===== config.mk =====
export PLATFORM = sky130hd
export DESIGN_NAME = crcreg_engine
export DESIGN_NICKNAME = d
export VERILOG_FILES = /design/src/rtl/crcreg_pkg.sv /design/src/rtl/crcreg_crc_step.sv /design/src/rtl/crcreg_wr_commit.sv /design/src/rtl/crcreg_rd_mux.sv /design/src/rtl/crcreg_engine.sv
export SDC_FILE = /design/constraint.sdc
export NUM_CORES = 1
export LEC_CHECK = 0
export ABC_AREA = 1
export CAP_MARGIN = 20
export CORE_ASPECT_RATIO = 0.9
export CORE_MARGIN = 2
export CORE_UTILIZATION = 65
export DETAILED_ROUTE_END_ITERATION = 6
export DONT_BUFFER_PORTS = 1
export GPL_TIMING_DRIVEN = 1
export PLACE_DENSITY = 0.92
export SYNTH_ARGS = -nofsm -noshare
export SYNTH_HDL_FRONTEND = slang
export SYNTH_SLANG_ARGS = --single-unit

===== constraint.sdc =====
create_clock -name clk -period 3.5 [get_ports clk]
set_input_delay 0.35 -clock clk [delete_from_list [all_inputs] [get_ports clk]]
set_output_delay 0.35 -clock clk [all_outputs]
set_load 0.05 [all_outputs]

===== src/rtl/crcreg_pkg.sv =====
`timescale 1ns/1ps
package crcreg_pkg;
   localparam int BYTE_W    = 8;
   localparam int OFS_W     = 6;
   localparam int LEN_W     = 2;
   localparam int MAX_BURST = 1 << LEN_W;
   localparam logic [BYTE_W-1:0] FILL_BYTE = 8'hFF;

   typedef enum logic [2:0] {
      ST_IDLE,
      ST_DEV,
      ST_REG,
      ST_WDAT,
      ST_WCRC,
      ST_WTAIL,
      ST_RD,
      ST_SKIP
   } crcreg_state_e;
endpackage


===== src/rtl/crcreg_crc_step.sv =====
`timescale 1ns/1ps
// One byte of CRC-8, MSB first, no reflection.
module crcreg_crc_step #(
   parameter logic [7:0] POLY = 8'h07
) (
   input  logic [7:0] crc_in,
   input  logic [7:0] data_in,
   output logic [7:0] crc_out
);
   logic [7:0] acc;

   always_comb begin
      acc = crc_in ^ data_in;
      for (int b = 0; b < 8; b++) begin
         acc = acc[7] ? ({acc[6:0], 1'b0} ^ POLY) : {acc[6:0], 1'b0};
      end
      crc_out = acc;
   end
endmodule


===== src/rtl/crcreg_wr_commit.sv =====
`timescale 1ns/1ps
// Holds the write burst and drains it into the register file once released.
module crcreg_wr_commit #(
   parameter int OFS_W = 6,
   parameter int DEPTH = 4
) (
   input  logic                      clk,
   input  logic                      rst_n,
   input  logic                      cap_en,
   input  logic [$clog2(DEPTH)-1:0]  cap_idx,
   input  logic [7:0]                cap_data,
   input  logic                      go,
   input  logic [OFS_W-1:0]          base,
   input  logic [$clog2(DEPTH)-1:0]  last,
   output logic                      we,
   output logic [OFS_W-1:0]          waddr,
   output logic [7:0]                wdata
);
   localparam int IDX_W = $clog2(DEPTH);

   logic [7:0]       slot [DEPTH];
   logic             active_q;
   logic [IDX_W-1:0] idx_q;
   logic [IDX_W-1:0] last_q;
   logic [OFS_W-1:0] base_q;
   logic [IDX_W:0]   run_q;

   for (genvar e = 0; e < DEPTH; e++) begin : g_slot
      always_ff @(posedge clk or negedge rst_n) begin
         if (!rst_n) begin
            slot[e] <= '0;
         end else if (cap_en && cap_idx == IDX_W'(e)) begin
            slot[e] <= cap_data;
         end
      end
   end

   always_ff @(posedge clk or negedge rst_n) begin
      if (!rst_n) begin
         active_q <= 1'b0;
         idx_q    <= '0;
         last_q   <= '0;
         base_q   <= '0;
      end else if (go) begin
         active_q <= 1'b1;
         idx_q    <= '0;
         last_q   <= last;
         base_q   <= base;
      end else if (active_q) begin
         if (idx_q == last_q) begin
            active_q <= 1'b0;
         end else begin
            idx_q <= idx_q + 1'b1;
         end
      end
   end

   assign we    = active_q;
   assign waddr = base_q + OFS_W'(idx_q);
   assign wdata = slot[idx_q];

   always_ff @(posedge clk or negedge rst_n) begin
      if (!rst_n) begin
         run_q <= '0;
      end else if (we) begin
         run_q <= run_q + 1'b1;
      end else begin
         run_q <= '0;
      end
   end

   // a commit never runs longer than one burst
   assert_burst_bound_R4: assert property (@(posedge clk) disable iff (!rst_n)
      we |-> (run_q < (IDX_W+1)'(DEPTH)));
endmodule


===== src/rtl/crcreg_rd_mux.sv =====
`timescale 1ns/1ps
// Chooses the byte to send: register data, then the CRC, then fill.
module crcreg_rd_mux #(
   parameter int          OFS_W = 6,
   parameter int          LEN_W = 2,
   parameter logic [7:0]  FILL  = 8'hFF
) (
   input  logic             active,
   input  logic [OFS_W-1:0] base,
   input  logic [LEN_W-1:0] len,
   input  logic [LEN_W:0]   cnt,
   input  logic [7:0]       crc,
   input  logic [7:0]       rf_rdata,
   output logic [7:0]       tx_byte,
   output logic [OFS_W-1:0] raddr
);
   localparam int CNT_W = LEN_W + 1;

   logic data_phase;
   logic crc_phase;

   assign data_phase = cnt <= CNT_W'(len);
   assign crc_phase  = cnt == (CNT_W'(len) + 1'b1);
   assign raddr      = base + OFS_W'(cnt);

   always_comb begin
      if (!active)         tx_byte = FILL;
      else if (data_phase) tx_byte = rf_rdata;
      else if (crc_phase)  tx_byte = crc;
      else                 tx_byte = FILL;
   end
endmodule


===== src/rtl/crcreg_engine.sv =====
`timescale 1ns/1ps
module crcreg_engine
   import crcreg_pkg::*;
#(
   parameter logic [6:0] DEV_ADDR  = 7'h2A,
   parameter int         REG_COUNT = 48,
   parameter logic [7:0] CRC_POLY  = 8'h07
) (
   input  logic             clk,
   input  logic             rst_n,
   input  logic             bus_start,
   input  logic             bus_stop,
   input  logic             bus_strobe,
   input  logic             bus_dir,
   input  logic [7:0]       bus_rx_byte,
   output logic [7:0]       tx_byte,
   output logic             selected,
   input  logic             err_clr,
   output logic             err_crc,
   output logic             err_range,
   output logic             rf_we,
   output logic [OFS_W-1:0] rf_waddr,
   output logic [7:0]       rf_wdata,
   output logic [OFS_W-1:0] rf_raddr,
   input  logic [7:0]       rf_rdata
);
   localparam int CNT_W  = LEN_W + 1;
   localparam int SPAN_W = OFS_W + 1;

   if (REG_COUNT < 1 || REG_COUNT > (1 << OFS_W)) begin : g_bad_count
      $error("REG_COUNT must lie in 1 .. 2**OFS_W");
   end
   if (CRC_POLY[0] != 1'b1) begin : g_bad_poly
      $error("CRC_POLY must have its constant term set");
   end

   crcreg_state_e    state_q;
   logic [7:0]       reg_q;
   logic             reg_valid_q;
   logic [CNT_W-1:0] cnt_q;
   logic [7:0]       crc_q;
   logic             err_crc_q;
   logic             err_range_q;

   logic             byte_ok, rx_fire, tx_fire, dev_hit;
   logic [7:0]       crc_seed, crc_dat, crc_a, crc_b;
   logic [SPAN_W-1:0] span;
   logic             range_bad;
   logic             cap_en, commit_go;
   logic [OFS_W-1:0] cur_off;
   logic [LEN_W-1:0] cur_len;

   assign byte_ok   = bus_strobe && !bus_start && !bus_stop;
   assign rx_fire   = byte_ok && !bus_dir;
   assign tx_fire   = byte_ok && bus_dir;
   assign dev_hit   = bus_rx_byte[7:1] == DEV_ADDR;
   assign cur_off   = reg_q[OFS_W-1:0];
   assign cur_len   = reg_q[7 -: LEN_W];
   assign span      = SPAN_W'(bus_rx_byte[OFS_W-1:0]) + SPAN_W'(bus_rx_byte[7 -: LEN_W]);
   assign range_bad = span >= SPAN_W'(REG_COUNT);

   assign crc_seed = (state_q == ST_DEV) ? 8'h00 : crc_q;
   assign crc_dat  = bus_dir ? tx_byte : bus_rx_byte;

   crcreg_crc_step #(.POLY(CRC_POLY)) u_crc_a (
      .crc_in(crc_seed), .data_in(crc_dat), .crc_out(crc_a)
   );
   crcreg_crc_step #(.POLY(CRC_POLY)) u_crc_b (
      .crc_in(crc_a), .data_in(reg_q), .crc_out(crc_b)
   );

   assign cap_en    = (state_q == ST_WDAT) && rx_fire;
   assign commit_go = (state_q == ST_WCRC) && rx_fire && (bus_rx_byte == crc_q);

   always_ff @(posedge clk or negedge rst_n) begin
      if (!rst_n) begin
         state_q     <= ST_IDLE;
         reg_q       <= '0;
         reg_valid_q <= 1'b0;
         cnt_q       <= '0;
         crc_q       <= '0;
         err_crc_q   <= 1'b0;
         err_range_q <= 1'b0;
      end else begin
         if (err_clr) begin
            err_crc_q   <= 1'b0;
            err_range_q <= 1'b0;
         end
         if (bus_start) begin
            state_q <= ST_DEV;
         end else if (bus_stop) begin
            state_q     <= ST_IDLE;
            reg_valid_q <= 1'b0;
         end else begin
            unique case (state_q)
               ST_DEV: if (rx_fire) begin
                  if (!dev_hit) begin
                     state_q <= ST_SKIP;
                  end else if (!bus_rx_byte[0]) begin
                     state_q     <= ST_REG;
                     reg_valid_q <= 1'b0;
                     crc_q       <= crc_a;
                  end else begin
                     state_q <= ST_RD;
                     crc_q   <= crc_b;
                     cnt_q   <= '0;
                  end
               end
               ST_REG: if (rx_fire) begin
                  reg_q <= bus_rx_byte;
                  if (range_bad) begin
                     err_range_q <= 1'b1;
                     state_q     <= ST_SKIP;
                  end else begin
                     reg_valid_q <= 1'b1;
                     crc_q       <= crc_a;
                     cnt_q       <= '0;
                     state_q     <= ST_WDAT;
                  end
               end
               ST_WDAT: if (rx_fire) begin
                  crc_q <= crc_a;
                  if (cnt_q[LEN_W-1:0] == cur_len) begin
                     state_q <= ST_WCRC;
                  end else begin
                     cnt_q <= cnt_q + 1'b1;
                  end
               end
               ST_WCRC: if (rx_fire) begin
                  if (commit_go) begin
                     state_q <= ST_WTAIL;
                  end else begin
                     err_crc_q <= 1'b1;
                     state_q   <= ST_SKIP;
                  end
               end
               ST_RD: if (tx_fire && reg_valid_q) begin
                  if (cnt_q <= CNT_W'(cur_len)) begin
                     crc_q <= crc_a;
                  end
                  if (cnt_q != CNT_W'(cur_len) + CNT_W'(2)) begin
                     cnt_q <= cnt_q + 1'b1;
                  end
               end
               default: ;
            endcase
         end
      end
   end

   crcreg_wr_commit #(.OFS_W(OFS_W), .DEPTH(MAX_BURST)) u_commit (
      .clk      (clk),
      .rst_n    (rst_n),
      .cap_en   (cap_en),
      .cap_idx  (cnt_q[LEN_W-1:0]),
      .cap_data (bus_rx_byte),
      .go       (commit_go),
      .base     (cur_off),
      .last     (cur_len),
      .we       (rf_we),
      .waddr    (rf_waddr),
      .wdata    (rf_wdata)
   );

   crcreg_rd_mux #(.OFS_W(OFS_W), .LEN_W(LEN_W), .FILL(FILL_BYTE)) u_rdmux (
      .active   ((state_q == ST_RD) && reg_valid_q),
      .base     (cur_off),
      .len      (cur_len),
      .cnt      (cnt_q),
      .crc      (crc_q),
      .rf_rdata (rf_rdata),
      .tx_byte  (tx_byte),
      .raddr    (rf_raddr)
   );

   assign selected  = (state_q == ST_REG) || (state_q == ST_WDAT) || (state_q == ST_WCRC) ||
                      (state_q == ST_WTAIL) || (state_q == ST_RD);
   assign err_crc   = err_crc_q;
   assign err_range = err_range_q;

   // a commit starts only right after an accepted CRC byte
   assert_commit_after_crc_R4: assert property (@(posedge clk) disable iff (!rst_n)
      $rose(rf_we) |-> $past(commit_go));
   // the CRC flag holds until cleared
   assert_crc_flag_sticky_R5: assert property (@(posedge clk) disable iff (!rst_n)
      err_crc && !err_clr |=> err_crc);
   // no write in the cycle a CRC error is raised
   assert_no_write_on_error_R5: assert property (@(posedge clk) disable iff (!rst_n)
      $rose(err_crc) |-> !rf_we);
   // every write lands inside the register range
   assert_waddr_in_range_R8: assert property (@(posedge clk) disable iff (!rst_n)
      rf_we |-> (SPAN_W'(rf_waddr) < SPAN_W'(REG_COUNT)));
   // the range flag holds until cleared
   assert_range_flag_sticky_R8: assert property (@(posedge clk) disable iff (!rst_n)
      err_range && !err_clr |=> err_range);
   // an unaddressed engine only sends fill bytes
   assert_idle_fill_R1: assert property (@(posedge clk) disable iff (!rst_n)
      !selected |-> tx_byte == FILL_BYTE);
   // a stop returns the engine to idle
   assert_stop_to_idle_R6: assert property (@(posedge clk) disable iff (!rst_n)
      bus_stop && !bus_start |=> !selected && state_q == ST_IDLE);
endmodule


==> summary.txt <==
Yosys
  – Yosys warns: 0
  – Synthesized flop and latch total: between 60 and 70
  – Dominant register cell in the synthesized netlist: sky130_fd_sc_hd__dfrtp_1
  – Part of the Yosys area used for sequential elements: 33.6%
  – Cell types with the largest area share after synthesis: sky130_fd_sc_hd__dfrtp_1 34%, sky130_fd_sc_hd__nand2_1 18%, sky130_fd_sc_hd__o21ai_0 8.4%
  – Top-count cell post-synth: sky130_fd_sc_hd__nand2_1
  – Number of synthesized flops with an enable pin: 0
  – Synth unique cells: between 40 and 50
  – Combined area of all synthesized cells: 0.00507 mm^2
  – Post-Syn Instances: 736
  – Share of synthesized flip-flops with an asynchronous set or reset: 100%
  – Most area-hungry cell type in the Yosys netlist: sky130_fd_sc_hd__dfrtp_1
  – Fraction of synthesized cell area taken by the top area cell type: 33.6%
  – Commonest cells in the netlist: 238 x sky130_fd_sc_hd__nand2_1, 85 x sky130_fd_sc_hd__o21ai_0, 69 x sky130_fd_sc_hd__nand3_1, 68 x sky130_fd_sc_hd__dfrtp_1, 63 x sky130_fd_sc_hd__inv_1
  – Nets in the synthesized netlist: approximately 780
  – Mean Syn Cell Area: 6.89 um^2

Worst setup path
  – Chain of cells forming the critical path: inv_1, ha_1, inv_1, nand2_1, nor2_4, nand2_1, o21ai_1, nand2_1, nand2_1, nand3_1, nand2_1, nand3_2, nand2_2, nand2_1, nand2_2, nand2_2, nand2_2, nand2_2, a21oi_2, nand2_1, nand3b_1, nand2_1
  – Type of element launching the critical path: flop
  – Number of cells on the critical path: 22
  – Required time of the critical path: 3.75 ns
  – Critical path class: reg2reg
  – Sum of buffers and inverters on the critical path: 2
  – Worst reg-to-reg path cell count: 22
  – CP Launch Point: cnt_q[0]
  – CP dominant cell by count: sky130_fd_sc_hd__nand2_1
  – Largest stage delay, worst path: 0.49 ns
  – CP max stage cell: sky130_fd_sc_hd__dfrtp_1
  – Element type at the critical path end: flop
  – Data arrival, critical path: 3.52 ns
  – Startpoint of the lowest-slack register-to-register path: cnt_q[0]
  – Endpoint of the most critical register-to-register path: crc_q[2]
  – Worst path top cell family by delay: simple AND/OR/NAND/NOR gates
  – Setup slack of the worst register-to-register path: ~0.23 ns
  – Peak fanout along the critical path: 6

Power
  – Final total power: roughly 3.9 mW
  – Leakage power summed over all cells: 2.81 nW
  – Peak supply drop: 300 uV
  – Power per Cell Area: 696 mW/mm^2

Layout
  – Count of antenna diodes in the layout: 0
  – Final core occ: 73.5%
  – Total of fill cells in the finished design: roughly 580
  – Final cell count without fillers: roughly 850
  – Area Overhead vs Synth: 9.46%
  – Ratio of cells with drive above 1 in the final layout: between 10% and 20%
  – Fin nets: 792
  – Post-route cell area: 0.00555 mm^2

Global route
  – Total GRT Usage: 35.4%
  – Number of global-route vias before repair: 4,964
  – Antenna violations before repair: 0
  – Wire length of the first global-routing pass: ~24 mm
  – Sum of overflow across all layers after global routing: 0
  – Largest net degree at the start of global routing: between 60 and 70

Die
  – Row cnt: 30
  – Overall die height: 87.8 um
  – Total core area: 0.00754 mm^2
  – DIE AREA: roughly 0.0085 mm^2
  – Die extent in x: ~97 um
  – Ports: 55
  – Initial standard-cell utilization of the core: 67.2%

Detailed routing
  – Vias per Instance: 6.18
  – ANT nets after route: 0
  – DRT Wirelength: 14.6 mm
  – DRC Markers: 0
  – Drt first-iter violations: 660
  – Total number of vias: approximately 5,300
  – Avg WL per Cell: 17.2 um
  – Count of TritonRoute iterations in the first routing pass: 6

CTS
  – Maximum level of the CTS H-tree: 3
  – TritonCTS clock tree: built
  – Quantity of hold-fixing buffers added after cts: 2
  – Sinks on the clock net: 68
  – Clk slew on worst S/H paths: about 0.090 ns
  – Post-CTS sizing: 0
  – Post-CTS setup buffers: 0
  – Number of CTS-inserted buffers: 9
  – Clk Latency, worst-skew pair: around 0.36 ns
  – Clock tree root buffer cell: sky130_fd_sc_hd__clkbuf_8
  – Maximum clock path buffer count: 2

STA
  – Final max-slew violation count: 0
  – Count of final setup violators: 0
  – Period utilization: slightly above 90%
  – Shortest period the worst path allows: 3.27 ns
  – Post-route setup TNS: 0 ns
  – Slew at the pin closest to its max-slew limit: roughly 0.98 ns
  – Worst setup skew after layout: 0.0108 ns
  – Unrepaired setup endpoints after global routing: false
  – Highest attainable clock frequency: 306 MHz
  – Tightest slew margin relative to the limit: 34.5%
  – Number of endpoints with negative hold slack in the final report: 0

Worst hold path
  – Classification of the worst-slack hold path: in2reg
  – Count of cells along the worst hold path: 2
  – Endpoint of the worst hold-timing path: reg_q[5]
  – HP Start: bus_rx_byte[5]

Status
  – Outcome: completed

Placement
  – Final estimated routing congestion in global placement: 1.02
  – Area after DPL: ~0.0052 mm^2
  – Port Buffers: 0
  – HPWL reported at the end of detailed placement: 10.7 mm
  – Placed cells: 835

Flow run
  – Maximum Capacitance Violations: 0
==> worst max path at each step <==
stage	endpoint	slack, ns
after global placement	crc_q[2]	0.49
final	crc_q[2]	0.23
after detailed placement	crc_q[2]	0.39
after floorplan	crc_q[2]	0.62
after global routing	crc_q[2]	0.03
after CTS	crc_q[2]	0.36
==> power by group <==
| part | switching (mW) | total, mW | leakage (nW) | internal, mW |
|---|---|---|---|---|
| Sequential | 0.123 | 1.00 | 0.891 | 0.877 |
| Clock | 0.344 | 0.895 | 0.134 | 0.552 |
| Combinational | 1.36 | 1.97 | 1.79 | 0.608 |
| Total | 1.82 | 3.86 | 2.81 | 2.04 |
==> metal layers <==
metal  vias to the layer above  global-route usage [%]  share of wire, %
met5                         -                       0                 0
met4                         0                    17.3               4.3
met3                        76                    7.02                10
met2                       346                    56.8                44
met1                      2417                    46.8                41
li1                       2434                       -                 -
==> cell families after synthesis <==
family,Yosys count,synth area share [%]
and+or+nand+nor,429,39.0
AOI/OAI and AO/OA,115,12.4
buffers and inverters,91,7.41
adders and majority gates,17,4.64
xor gates and xnor gates,16,2.91
DFF,68,33.6
==> through the flow <==
stage	hold slack (ns)	setup WS, ns
2_1_floorplan	0.0544	0.621
3_3_place_gp	0.0561	0.490
3_5_place_dp	0.0559	0.390
4_1_cts	0.111	0.360
5_1_grt	0.115	0.0292
6_report	0.110	0.227
==> cell usage in the layout, fill, tap and decap left out, types with 13 or more instances in the layout <==
cell type                 Yosys  routed
sky130_fd_sc_hd__ha_1        14      14
sky130_fd_sc_hd__o21ai_0     85      84
sky130_fd_sc_hd__nand2_2     37      37
sky130_fd_sc_hd__nand2_1    238     238
sky130_fd_sc_hd__dfrtp_1     68      68
sky130_fd_sc_hd__buf_4        1      19
sky130_fd_sc_hd__inv_1       63      63
sky130_fd_sc_hd__nor2_1      42      42
sky130_fd_sc_hd__nand4_1     13      13
sky130_fd_sc_hd__nand3_1     69      69
==> worst reg2reg max path, stage by stage, from the launching register on <==
cell and delay [ns]:
sky130_fd_sc_hd__dfrtp_1 0.49, sky130_fd_sc_hd__inv_1 0.14, sky130_fd_sc_hd__ha_1 0.33, sky130_fd_sc_hd__inv_1 0.06, sky130_fd_sc_hd__nand2_1 0.08, sky130_fd_sc_hd__nor2_4 0.14, sky130_fd_sc_hd__nand2_1 0.12, sky130_fd_sc_hd__o21ai_1 0.22
sky130_fd_sc_hd__nand2_1 0.12, sky130_fd_sc_hd__nand2_1 0.13, sky130_fd_sc_hd__nand3_1 0.09, sky130_fd_sc_hd__nand2_1 0.15, sky130_fd_sc_hd__nand3_2 0.14, sky130_fd_sc_hd__nand2_2 0.12, sky130_fd_sc_hd__nand2_1 0.07, sky130_fd_sc_hd__nand2_2 0.13
sky130_fd_sc_hd__nand2_2 0.09, sky130_fd_sc_hd__nand2_2 0.07, sky130_fd_sc_hd__nand2_2 0.06, sky130_fd_sc_hd__a21oi_2 0.18, sky130_fd_sc_hd__nand2_1 0.08, sky130_fd_sc_hd__nand3b_1 0.11, sky130_fd_sc_hd__nand2_1 0.06
==> state kept, by name, indices dropped and copies added, names as in the netlist <==
signal and cells:
cnt_q 3, u_commit.slot 32, reg_q 8, state_q 3, u_commit.base_q 6, reg_valid_q 1
u_commit.we 1, err_range 1, u_commit.last_q 2, err_crc 1, crc_q 8, u_commit.idx_q 2
==> cell type report <==
type | instances | area (um^2) | area share, %
clock buffers | 9 | 124 | 2.23
repair buffers | 21 | 180 | 3.25
clock inverters | 7 | 146 | 2.64
well taps | 96 | 120 | 2.17
multi-input cells | 577 | 2990 | 53.9
inverters | 75 | 284 | 5.12
flip-flops and latches | 68 | 1700 | 30.7
Note: power is estimated with default switching activity, not from simulation.
